## src/rtl/phycfg_pkg.sv

```systemverilog
package phycfg_pkg;

    localparam int ADDR_W = 8;
    localparam int DATA_W = 8;

    localparam logic [ADDR_W-1:0] A_DLL  = 8'h00;
    localparam logic [ADDR_W-1:0] A_PAD  = 8'h01;
    localparam logic [ADDR_W-1:0] A_ITAP = 8'h0C;
    localparam logic [ADDR_W-1:0] A_OTAP = 8'h0D;
    localparam logic [ADDR_W-1:0] A_MODE = 8'h11;
    localparam logic [ADDR_W-1:0] A_TRIM = 8'h12;

    localparam logic [DATA_W-1:0] TRIM_VAL = 8'h08;
    localparam logic [DATA_W-1:0] DLL_ON   = 8'h08;
    localparam int                RDY_BIT  = 4;
    localparam int                DRV_SH   = 2;

    typedef enum logic [2:0] {
        TM_LEGACY = 3'd0,
        TM_HS     = 3'd1,
        TM_HS200  = 3'd2,
        TM_DDR    = 3'd3,
        TM_HS400  = 3'd4,
        TM_ESTRB  = 3'd5,
        TM_RSV6   = 3'd6,
        TM_RSV7   = 3'd7
    } tmode_e;

    typedef enum logic [1:0] {
        FQ_200   = 2'd0,
        FQ_100   = 2'd1,
        FQ_50    = 2'd2,
        FQ_OTHER = 2'd3
    } fsel_e;

    typedef struct packed {
        logic              valid;
        logic              legacy;
        logic              pad_rmw;
        logic [DATA_W-1:0] mode_val;
        logic [DATA_W-1:0] otap;
        logic [DATA_W-1:0] itap;
        logic [DATA_W-1:0] dll_en;
    } plan_t;

endpackage

```

## src/rtl/phycfg_decode.sv

```systemverilog
module phycfg_decode
    import phycfg_pkg::*;
(
    input  tmode_e mode_i,
    input  fsel_e  freq_i,
    output plan_t  plan_o
);

    logic [2:0] fs;
    logic [3:0] ot;
    logic [3:0] it;
    logic       it_zero;

    always_comb begin
        unique case (freq_i)
            FQ_100:  fs = 3'd2;
            FQ_50:   fs = 3'd1;
            default: fs = 3'd0;
        endcase
    end

    always_comb begin
        plan_o          = '0;
        plan_o.valid    = 1'b1;
        ot              = 4'd0;
        it              = 4'd0;
        it_zero         = 1'b0;
        unique case (mode_i)
            TM_LEGACY: begin
                plan_o.legacy   = 1'b1;
                plan_o.mode_val = 8'h04;
            end
            TM_HS: begin
                plan_o.mode_val = 8'h00;
                ot              = 4'd3;
                it              = 4'd2;
            end
            TM_HS200: begin
                plan_o.mode_val = 8'h00;
                plan_o.pad_rmw  = 1'b1;
                ot              = 4'd2;
                it_zero         = 1'b1;
            end
            TM_DDR: begin
                plan_o.mode_val = 8'h08;
                ot              = 4'd1;
                it              = 4'd0;
            end
            TM_HS400: begin
                plan_o.mode_val = 8'h02;
                plan_o.pad_rmw  = 1'b1;
                ot              = 4'd1;
                it              = 4'd10;
            end
            TM_ESTRB: begin
                plan_o.mode_val = 8'h01;
                ot              = 4'd1;
                it              = 4'd0;
            end
            default: begin
                plan_o.valid    = 1'b0;
            end
        endcase
        if (plan_o.valid && !plan_o.legacy) begin
            plan_o.otap   = DATA_W'({ot, 1'b1});
            plan_o.itap   = it_zero ? '0 : DATA_W'({it, 1'b1});
            plan_o.dll_en = DATA_W'({fs, 5'b0}) | DLL_ON;
        end
    end

endmodule

```

## src/rtl/phycfg_port.sv

```systemverilog
module phycfg_port
    import phycfg_pkg::*;
#(
    parameter int ACC_TMO = 256
) (
    input  logic              clk,
    input  logic              rst_n,
    input  logic              go,
    input  logic              go_we,
    input  logic [ADDR_W-1:0] go_addr,
    input  logic [DATA_W-1:0] go_wdata,
    output logic              phy_req,
    output logic              phy_we,
    output logic [ADDR_W-1:0] phy_addr,
    output logic [DATA_W-1:0] phy_wdata,
    input  logic              phy_ack,
    input  logic [DATA_W-1:0] phy_rdata,
    output logic              acc_done,
    output logic              acc_fail,
    output logic [DATA_W-1:0] acc_rdata
);

    localparam int CW = $clog2(ACC_TMO + 1);
    localparam logic [CW-1:0] LIM = CW'(ACC_TMO - 1);

    logic [CW-1:0] cnt_q;

    always_ff @(posedge clk) begin
        if (!rst_n) begin
            phy_req   <= 1'b0;
            phy_we    <= 1'b0;
            phy_addr  <= '0;
            phy_wdata <= '0;
            cnt_q     <= '0;
        end else if (go) begin
            phy_req   <= 1'b1;
            phy_we    <= go_we;
            phy_addr  <= go_addr;
            phy_wdata <= go_wdata;
            cnt_q     <= '0;
        end else if (phy_req) begin
            if (phy_ack || cnt_q == LIM) begin
                phy_req <= 1'b0;
            end else begin
                cnt_q   <= cnt_q + 1'b1;
            end
        end
    end

    assign acc_done  = phy_req && phy_ack;
    assign acc_fail  = phy_req && !phy_ack && (cnt_q == LIM);
    assign acc_rdata = phy_rdata;

endmodule

```

## src/rtl/phycfg_seq.sv

```systemverilog
module phycfg_seq
    import phycfg_pkg::*;
#(
    parameter int POLL_TMO = 4096
) (
    input  logic              clk,
    input  logic              rst_n,
    input  logic              start,
    input  tmode_e            mode_i,
    input  fsel_e             freq_i,
    input  logic [1:0]        drv_i,
    input  plan_t             plan,
    output tmode_e            cur_mode,
    output fsel_e             cur_freq,
    output logic              go,
    output logic              go_we,
    output logic [ADDR_W-1:0] go_addr,
    output logic [DATA_W-1:0] go_wdata,
    input  logic              acc_done,
    input  logic              acc_fail,
    input  logic [DATA_W-1:0] acc_rdata,
    output logic              busy,
    output logic              done,
    output logic              error
);

    localparam int PW = $clog2(POLL_TMO + 1);
    localparam logic [PW-1:0] PLIM = PW'(POLL_TMO);

    typedef enum logic [3:0] {
        S_IDLE, S_SET_MODE, S_PAD_READ, S_PAD_WRITE, S_OUT_TAP, S_IN_TAP,
        S_TRIM, S_DLL_CLEAR, S_DLL_ENABLE, S_DLL_POLL, S_FINISH
    } state_e;

    state_e            st_q, st_d;
    logic              launched_q;
    logic              fail_q;
    logic              pend_q;
    tmode_e            pmode_q;
    fsel_e             pfreq_q;
    logic [1:0]        pdrv_q;
    logic [1:0]        cdrv_q;
    fsel_e             last_freq_q;
    logic              last_vld_q;
    logic [DATA_W-1:0] pad_q;
    logic [PW-1:0]     poll_cnt_q;

    logic              trig;
    logic              skip;
    tmode_e            sel_mode;
    fsel_e             sel_freq;
    logic [1:0]        sel_drv;
    logic              acc_state;
    logic              poll_expired;
    logic              dll_ready;

    assign trig         = (st_q == S_IDLE) && (start || pend_q);
    assign sel_mode     = start ? mode_i : pmode_q;
    assign sel_freq     = start ? freq_i : pfreq_q;
    assign sel_drv      = start ? drv_i  : pdrv_q;
    assign skip         = last_vld_q && (sel_freq == last_freq_q);
    assign poll_expired = (poll_cnt_q >= PLIM);
    assign dll_ready    = acc_rdata[RDY_BIT];

    // access issued by each state
    always_comb begin
        acc_state = 1'b1;
        go_we     = 1'b1;
        go_addr   = '0;
        go_wdata  = '0;
        unique case (st_q)
            S_SET_MODE: begin
                acc_state = plan.valid;
                go_addr   = A_MODE;
                go_wdata  = plan.mode_val;
            end
            S_PAD_READ: begin
                go_we   = 1'b0;
                go_addr = A_PAD;
            end
            S_PAD_WRITE: begin
                go_addr  = A_PAD;
                go_wdata = pad_q | DATA_W'({cdrv_q, {DRV_SH{1'b0}}});
            end
            S_OUT_TAP: begin
                go_addr  = A_OTAP;
                go_wdata = plan.otap;
            end
            S_IN_TAP: begin
                go_addr  = A_ITAP;
                go_wdata = plan.itap;
            end
            S_TRIM: begin
                go_addr  = A_TRIM;
                go_wdata = TRIM_VAL;
            end
            S_DLL_CLEAR: begin
                go_addr  = A_DLL;
                go_wdata = '0;
            end
            S_DLL_ENABLE: begin
                go_addr  = A_DLL;
                go_wdata = plan.dll_en;
            end
            S_DLL_POLL: begin
                go_we   = 1'b0;
                go_addr = A_DLL;
            end
            default: begin
                acc_state = 1'b0;
            end
        endcase
        go = acc_state && !launched_q;
    end

    // next state
    always_comb begin
        st_d = st_q;
        unique case (st_q)
            S_IDLE: begin
                if (trig) st_d = skip ? S_FINISH : S_SET_MODE;
            end
            S_SET_MODE: begin
                if (!plan.valid)   st_d = S_FINISH;
                else if (acc_fail) st_d = S_FINISH;
                else if (acc_done) st_d = plan.pad_rmw ? S_PAD_READ : S_OUT_TAP;
            end
            S_PAD_READ: begin
                if (acc_fail)      st_d = S_FINISH;
                else if (acc_done) st_d = S_PAD_WRITE;
            end
            S_PAD_WRITE: begin
                if (acc_fail)      st_d = S_FINISH;
                else if (acc_done) st_d = S_OUT_TAP;
            end
            S_OUT_TAP: begin
                if (acc_fail)      st_d = S_FINISH;
                else if (acc_done) st_d = S_IN_TAP;
            end
            S_IN_TAP: begin
                if (acc_fail)      st_d = S_FINISH;
                else if (acc_done) st_d = plan.legacy ? S_DLL_CLEAR : S_TRIM;
            end
            S_TRIM: begin
                if (acc_fail)      st_d = S_FINISH;
                else if (acc_done) st_d = S_DLL_CLEAR;
            end
            S_DLL_CLEAR: begin
                if (acc_fail)      st_d = S_FINISH;
                else if (acc_done) st_d = plan.legacy ? S_FINISH : S_DLL_ENABLE;
            end
            S_DLL_ENABLE: begin
                if (acc_fail)      st_d = S_FINISH;
                else if (acc_done) st_d = S_DLL_POLL;
            end
            S_DLL_POLL: begin
                if (acc_fail) st_d = S_FINISH;
                else if (acc_done && (dll_ready || poll_expired)) st_d = S_FINISH;
            end
            S_FINISH: st_d = S_IDLE;
            default:  st_d = S_IDLE;
        endcase
    end

    // state register
    always_ff @(posedge clk) begin
        if (!rst_n) st_q <= S_IDLE;
        else        st_q <= st_d;
    end

    // sequence data
    always_ff @(posedge clk) begin
        if (!rst_n) begin
            launched_q  <= 1'b0;
            fail_q      <= 1'b0;
            pend_q      <= 1'b0;
            pmode_q     <= TM_LEGACY;
            pfreq_q     <= FQ_200;
            pdrv_q      <= '0;
            cur_mode    <= TM_LEGACY;
            cur_freq    <= FQ_200;
            cdrv_q      <= '0;
            last_freq_q <= FQ_200;
            last_vld_q  <= 1'b0;
            pad_q       <= '0;
            poll_cnt_q  <= '0;
        end else begin
            if (go) launched_q <= 1'b1;
            else if (acc_done || acc_fail) launched_q <= 1'b0;

            if (start && st_q != S_IDLE) begin
                pend_q  <= 1'b1;
                pmode_q <= mode_i;
                pfreq_q <= freq_i;
                pdrv_q  <= drv_i;
            end else if (trig) begin
                pend_q  <= 1'b0;
            end

            if (trig) begin
                fail_q <= 1'b0;
                if (!skip) begin
                    cur_mode    <= sel_mode;
                    cur_freq    <= sel_freq;
                    cdrv_q      <= sel_drv;
                    last_freq_q <= sel_freq;
                    last_vld_q  <= 1'b1;
                end
            end

            if (acc_state && acc_fail) fail_q <= 1'b1;
            if (st_q == S_DLL_POLL && acc_done && !dll_ready && poll_expired)
                fail_q <= 1'b1;

            if (st_q == S_PAD_READ && acc_done) pad_q <= acc_rdata;

            if (st_q == S_DLL_ENABLE)    poll_cnt_q <= '0;
            else if (st_q == S_DLL_POLL && !poll_expired)
                poll_cnt_q <= poll_cnt_q + 1'b1;
        end
    end

    // outputs
    always_comb begin
        busy  = (st_q != S_IDLE);
        done  = (st_q == S_FINISH);
        error = (st_q == S_FINISH) && fail_q;
    end

endmodule

```

## src/rtl/phy_timing_cfg.sv

```systemverilog
module phy_timing_cfg
    import phycfg_pkg::*;
#(
    parameter int ACC_TMO  = 256,
    parameter int POLL_TMO = 4096
) (
    input  logic              clk,
    input  logic              rst_n,
    input  logic              start,
    input  logic [2:0]        mode,
    input  logic [1:0]        freq,
    input  logic [1:0]        drv,
    output logic              busy,
    output logic              done,
    output logic              error,
    output logic              phy_req,
    output logic              phy_we,
    output logic [ADDR_W-1:0] phy_addr,
    output logic [DATA_W-1:0] phy_wdata,
    input  logic              phy_ack,
    input  logic [DATA_W-1:0] phy_rdata
);

    tmode_e            cur_mode;
    fsel_e             cur_freq;
    plan_t             plan;
    logic              go;
    logic              go_we;
    logic [ADDR_W-1:0] go_addr;
    logic [DATA_W-1:0] go_wdata;
    logic              acc_done;
    logic              acc_fail;
    logic [DATA_W-1:0] acc_rdata;

    phycfg_decode u_dec (
        .mode_i (cur_mode),
        .freq_i (cur_freq),
        .plan_o (plan)
    );

    phycfg_seq #(.POLL_TMO(POLL_TMO)) u_seq (
        .clk       (clk),
        .rst_n     (rst_n),
        .start     (start),
        .mode_i    (tmode_e'(mode)),
        .freq_i    (fsel_e'(freq)),
        .drv_i     (drv),
        .plan      (plan),
        .cur_mode  (cur_mode),
        .cur_freq  (cur_freq),
        .go        (go),
        .go_we     (go_we),
        .go_addr   (go_addr),
        .go_wdata  (go_wdata),
        .acc_done  (acc_done),
        .acc_fail  (acc_fail),
        .acc_rdata (acc_rdata),
        .busy      (busy),
        .done      (done),
        .error     (error)
    );

    phycfg_port #(.ACC_TMO(ACC_TMO)) u_port (
        .clk       (clk),
        .rst_n     (rst_n),
        .go        (go),
        .go_we     (go_we),
        .go_addr   (go_addr),
        .go_wdata  (go_wdata),
        .phy_req   (phy_req),
        .phy_we    (phy_we),
        .phy_addr  (phy_addr),
        .phy_wdata (phy_wdata),
        .phy_ack   (phy_ack),
        .phy_rdata (phy_rdata),
        .acc_done  (acc_done),
        .acc_fail  (acc_fail),
        .acc_rdata (acc_rdata)
    );

endmodule

```

## config.mk

```make
export PLATFORM = sky130hd
export DESIGN_NAME = phy_timing_cfg
export DESIGN_NICKNAME = d
export VERILOG_FILES = /design/src/rtl/phycfg_pkg.sv /design/src/rtl/phycfg_decode.sv /design/src/rtl/phycfg_port.sv /design/src/rtl/phycfg_seq.sv /design/src/rtl/phy_timing_cfg.sv
export SDC_FILE = /design/constraint.sdc
export NUM_CORES = 1
export LEC_CHECK = 0
export BUFFER_PORTS_ARGS = -buffer_cell sky130_fd_sc_hd__clkbuf_2
export CORE_ASPECT_RATIO = 1.1
export CORE_MARGIN = 2
export CORE_UTILIZATION = 50
export DETAILED_ROUTE_END_ITERATION = 12
export PLACE_DENSITY = 0.69
export SKIP_LAST_GASP = 1
export SYNTH_ARGS = -nofsm -noshare
export SYNTH_HDL_FRONTEND = slang
export SYNTH_HIERARCHICAL = 1
export SYNTH_SLANG_ARGS = --single-unit
```

## constraint.sdc

```tcl
create_clock -name clk -period 3.1 [get_ports clk]
set_clock_uncertainty 0.05 [all_clocks]
set_input_delay 0.62 -clock clk [delete_from_list [all_inputs] [get_ports clk]]
set_output_delay 0.62 -clock clk [all_outputs]
set_load 0.03 [all_outputs]
```

==> flow_metrics.py, run 1 <==
metrics = {
    "timing": {
        "setup_violations": 0,
        "hold_viol": 0,
        "timing.final.ws_setup_ns": 0.640,
        "min_period_ns": 2.46,
        "max_freq_mhz": 407,
        "drv_slew": 0,
        "rsz0062_at_grt": "false",
        "final.setup.tns_ns": 0,
        "worst_pin_slew_ns": 0.645,
        "finalCritPeriodShare_pct": 79.3,
        "slew_headroom_pct": 57.0,
    },
    "synth": {
        "synth_seq_cells": 70,
        "netlist.area_leader.share_pct": 34.3,
        "netlist_area_sq_um": 4090,
        "yosysSeqAreaShare_pct": 34.3,
        "synthSimpleGateAreaFrac_pct": 25.5,
        "synth_compound_area_share_pct": 13.3,
        "synth_cell_type_count": 66,
        "syn_avg_cell_area_sq_um": 9.01,
        "async_reset_ff_share_pct": 0,
        "synthMuxAreaShare_pct": 10.1,
        "yosysWarnings": 6,
        "synth_top_family_by_area": "simple AND/OR/NAND/NOR gates",
        "yosys.area.top_type": "dfxtp_1",
        "synthAdderAreaFrac_pct": 1.22,
        "synth.area.top_cells": "dfxtp_1 34%, mux2i_1 9.8%, buf_4 7.5%, nor2b_1 4.6%, nand2_1 4.1%",
        "synth-xor-area-share_pct": 3.85,
        "synth_ff_type": "dfxtp_1",
        "synth_edf_count": 0,
        "postSynthCellCount": 454,
    },
    "detailed_routing": {
        "first_iter_violations": 107,
        "drt_wl_total_um": 7700,
        "post_drt_via_cell_ratio": 5.20,
        "route.detailed.drc": 0,
        "via_count": 3022,
        "postRouteAntennaNets": 0,
        "routedWlPerCell_um": 13.2,
        "first_pass_iters": 6,
    },
    "final_layout": {
        "finish.utilization_pct": 54.2,
        "num-nets-final": 492,
        "final_cell_mix": "70 x dfxtp_1, 45 x nand2_1, 40 x mux2i_1",
        "finalNonFillerCells": 581,
        "drive_gt1_share_pct": 18.2,
        "final_common_cell": "dfxtp_1",
        "n_antenna_cell": 0,
        "syn_to_final_growth_pct": 4.77,
    },
    "die": {
        "ios": 40,
        "dieArea_sq_um": 8920,
        "core_sq_um": 7910,
        "initial_utilization_pct": 51.7,
        "rows": 34,
        "die_w_um": 90.3,
        "die_h_um": 98.9,
    },
    "global_routing": {
        "overflow": 0,
        "grt_busiest_layer": "met2",
        "grtUsageMet3_pct": 3.13,
        "met1_usage_pct": 21.5,
        "use_met2_pct": 30.7,
        "grt_max_degree": 45,
        "grt_pass1_vias": 2910,
        "track_usage_pct": 18.0,
        "antenna_found_initial": 0,
        "grt_first_pass_wirelength_um": 13200,
    },
    "setup_path": {
        "crit_required_ns": 2.43,
        "worst_setup_path_start_kind": "flop",
        "crit_fanout": 12,
        "end_kind": "output pin",
        "path_class": "flop to output pin",
        "crit_arrival_ns": 1.79,
    },
    "clock_network": {
        "clkSinkCount": 70,
        "root_buffer": "clkbuf_8",
        "cts_buffers": 9,
        "cts_buffer_depth": 2,
        "clkTransAtPathRegs_ns": 0.07,
        "cts_max_level": 3,
        "clk_latency_ns": 0.35,
        "cts_tree": "yes",
        "post_cts.repair.setup_buffers": 0,
        "hold_buffers": 0,
        "ctsResizeCount": 0,
    },
    "power_and_ir_drop": {
        "power.density_nw_per_um2": 890,
        "irDropWorstVdd_mv": 0.346,
        "p_leak_nw": 1.75,
        "p_total_mw": 3.81,
    },
    "placed_design": {
        "placed_cells": 566,
        "post-place-ws_ns": 0.915,
        "place_hpwl_um": 5520,
        "gp_congestion": 0.904,
        "portBuffers": 39,
    },
    "run_status": {
        "status": "completed",
    },
    "run": {
        "maxCapViolCount": 0,
    },
    "min_path": {
        "hold_path_class": "flop to flop",
    },
}
-- state kept, by name (all words and copies together) (netlist names), 2 cells and up --
signal,count
u_port/phy_addr,8
u_seq/pdrv_q,2
u_seq/cdrv_q,2
u_seq/st_q,4
u_seq/pad_q,8
u_port/phy_wdata,8
u_seq/pfreq_q,2
u_seq/cur_mode,3
u_port/cnt_q,9
u_seq/pmode_q,3
u_seq/poll_cnt_q,13
u_seq/last_freq_q,2
-- cells by family after synthesis --
kind of cell | after synthesis
AOI/OAI and AO/OA | 71
other | 2
adders and majority gates | 4
DFF | 70
and+or+nand+nor | 177
xor gates and xnor gates | 18
buffers and inverters | 71
muxes | 41
-- critical path, cell delays in order, from the launching register on --
cell and delay, ns:
dfxtp_1 0.71, nor2_1 0.15, and3_1 0.24, and2_1 0.16
clkbuf_2 0.18
-- cells in the mapped netlist (all sizes together) (8+ instances only) --
master and n:
nand4 8, o21ai 14, a21oi 12, inv 9
buf 53, mux2i 40, xor2 12, nor2b 30
dfxtp 70, nor2 36, nand3 8, nand2 45
clkbuf 9
-- layout make-up --
type,instances,area [sq um]
Fill cell,767,3630
Multi-Input combinational cell,333,2290
Sequential cell,70,1400
Timing Repair Buffer,46,248
Clock buffer,12,155
Tap cell,108,135
Inverter,9,33.8
Clock inverter,3,20.0
-- per-stage QoR --
stage                     cell area (sq um)  hold slack (ns)
after floorplan                        4170            0.384
after global placement                 4110            0.392
after detailed placement               4110            0.395
after CTS                              4290            0.406
after global routing                   4290            0.444
final                                  4290            0.406
-- layer usage --
layer	vias up	routed length (um)
met5	-	0
met4	0	177
met3	13	249
met2	39	3760
met1	1417	3510
li1	1553	-
-- final timing paths --
path	start	cells past startpoint	end	slack [ns]
setup / recovery	u_seq/st_q[2]	4	error	0.64
hold / removal	u_seq/pmode_q[2]	2	u_seq/pmode_q[2]	0.41
setup reg to reg	u_port/cnt_q[0]	9	u_seq/st_q[0]	0.90
hold reg to reg	u_seq/pmode_q[2]	2	u_seq/pmode_q[2]	0.41
-- power by group --
group	switching [mW]	internal [mW]
registers	0.204	1.07
logic	1.10	0.782
clock network	0.330	0.328
total	1.63	2.19
(Power assumes the default switching activity.)
==> run 2, diff against run 1 <==
Settings changed: PLACE_DENSITY 0.69 to 0.72.
Clock period 3.1 ns to 2.1 ns, I/O delays scaled along.
==> run 2 against run 1 <==
  * Critical path type is now flop to flop
  * Largest power group unchanged
  * First-iteration DRC count increased by 3.7%
  * Sequential power increased by 47%
  * Critical endpoint is now u_port/cnt_q[5]
  * Via count increased by 2.2%
==> flow_metrics.py, run 2 (same netlist as run 1, synthesis figures left out) <==
metrics = {
    "detailed_routing": {
        "route.detailed.drc": 0,
        "via_count": 3089,
        "drt_wl_total_um": 7950,
        "first_iter_violations": 111,
        "routedWlPerCell_um": 13.2,
        "first_pass_iters": 4,
        "post_drt_via_cell_ratio": 5.12,
        "postRouteAntennaNets": 0,
    },
    "timing": {
        "hold_ws_ns": 0.258,
        "finalCritPeriodShare_pct": 96.0,
        "worst_pin_slew_ns": 0.609,
        "drv_slew": 0,
        "slew_headroom_pct": 59.2,
        "setup_violations": 0,
        "timing.final.ws_setup_ns": 0.0832,
        "max_freq_mhz": 496,
        "hold_viol": 0,
        "min_period_ns": 2.02,
    },
    "final_layout": {
        "drive_gt1_share_pct": 24.2,
        "largest_reg_flops": 13,
        "final_cell_mix": "64 x dfxtp_1, 45 x nand2_1, 40 x mux2i_1",
        "final_common_cell": "dfxtp_1",
        "largest-register": "u_seq/poll_cnt_q",
        "syn_to_final_growth_pct": 11.1,
        "num-nets-final": 513,
        "reg_top3": "u_seq/poll_cnt_q (13), u_port/cnt_q (9)",
        "n_antenna_cell": 0,
    },
    "run": {
        "maxCapViolCount": 0,
    },
    "clock_network": {
        "hold_buffers": 0,
        "cts_max_level": 3,
        "cts_tree": "yes",
        "root_buffer": "clkbuf_8",
        "clkTransAtPathRegs_ns": 0.07,
        "clk_latency_ns": 0.34,
        "cts_buffer_depth": 2,
        "cts_buffers": 9,
        "clkSinkCount": 70,
    },
    "die": {
        "ios": 40,
        "die_w_um": 90.3,
        "initial_utilization_pct": 51.7,
        "dieArea_sq_um": 8920,
        "die_h_um": 98.9,
        "core_sq_um": 7910,
        "rows": 34,
    },
    "power_and_ir_drop": {
        "power.density_nw_per_um2": 1340,
        "power_switching_share_pct": 40.8,
        "power_frac_comb_pct": 51.2,
        "p_seq_share_pct": 30.9,
        "irDropWorstVdd_mv": 0.604,
        "internal_power_mw": 3.61,
        "switching_power_mw": 2.49,
        "p_leak_nw": 1.89,
        "clkPwrFrac_pct": 18.0,
    },
    "placed_design": {
        "place_hpwl_um": 5630,
        "gp_congestion": 0.919,
        "post-place-ws_ns": -0.0196,
        "portBuffers": 39,
    },
    "run_status": {
        "status": "completed",
    },
    "setup_path": {
        "cp_cell_sequence": "ha_4 -> nand3_1 -> nor2_1 -> ha_2 -> or3b_4 -> or4_1 -> a21oi_1",
        "slowest_stage": "or4_1",
        "worst_setup_path_start_kind": "flop",
        "crit_arrival_ns": 2.24,
        "crit_fanout": 13,
        "path_class": "flop to flop",
        "crit_path_max_incr_delay_ns": 0.48,
        "end_kind": "flop",
        "r2r_setup_slack_ns": 0.08,
        "crit_required_ns": 2.32,
    },
    "global_routing": {
        "grt_max_degree": 26,
        "overflow": 0,
        "grt_first_pass_wirelength_um": 13500,
        "grt_pass1_vias": 2987,
        "antenna_found_initial": 0,
        "track_usage_pct": 18.2,
    },
    "min_path": {
        "hold_path_class": "primary input to flop",
    },
}
run 2: cell types whose count changed in the layout (fill, tap and decap cells not counted), sizes merged:
cell      before  now
bufinv         0    1
clkbuf        51   50
buf            7   28
and3b          3    4
clkinvlp       2    0
clkinv         1    3
run 2: layout make-up:
class	instances	area, sq um
Tap cell	108	135
Sequential cell	70	1410
Multi-Input combinational cell	334	2340
Clock buffer	12	155
Clock inverter	4	45.0
Inverter	9	33.8
Timing Repair Buffer	66	427
Fill cell	734	3370
run 2: stage by stage:
stage	TNS, ns	total power, mW	cell area, sq um	util (%)	instances
4_1_cts	-0.0490	6.10	4500	56.8	603
5_1_grt	-0.0320	6.52	4540	57.4	603
3_3_place_gp	0	4.83	4260	53.9	583
2_1_floorplan	0	4.29	4170	-	474
3_5_place_dp	-0.0196	4.91	4260	53.9	583
6_report	0	6.10	4540	57.4	603
run 2: worst max-delay path, delay by kind of cell (launching register included):
kind | cells | cell delay (ns)
AO/OA/AOI/OAI | 1 | 0.15
adder cells (fa/ha/maj) | 2 | 0.37
flip-flops | 1 | 0.34
AND/OR/NAND/NOR | 4 | 1.03
run 2: final timing paths:
kind / endpoint / from / cells after the start
max: u_port/cnt_q[5] / u_port/cnt_q[1] / 7
max reg2reg: u_port/cnt_q[5] / u_port/cnt_q[1] / 7
min: u_seq/pmode_q[1] / mode[1] / 3
min reg2reg: u_seq/pdrv_q[0] / u_seq/pdrv_q[0] / 2
run 2: what timing repair did:
action	4_1_cts	5_1_grt
pin swaps	2	4
gates resized for setup	2	15
setup buffers	3	0
cloned	1	0
setup endpoints to repair	5	19
run 2: power groups by stage:
stage	Combinational (mW)	Sequential (mW)	Clock (mW)
after floorplan	2.35	1.94	0
after global placement	2.95	1.89	0
after detailed placement	3.01	1.90	0
after CTS	3.10	1.87	1.12
after global routing	3.42	1.92	1.17
final	3.12	1.88	1.10
run 2: per-layer routing:
metal  up-vias  GRT usage, %  share of wire (%)
met5         -             0                  0
met1      1447          21.7                 46
met4         0          6.63               0.83
li1       1599             -                  -
met3         5          4.36                2.9
met2        38          32.2                 50
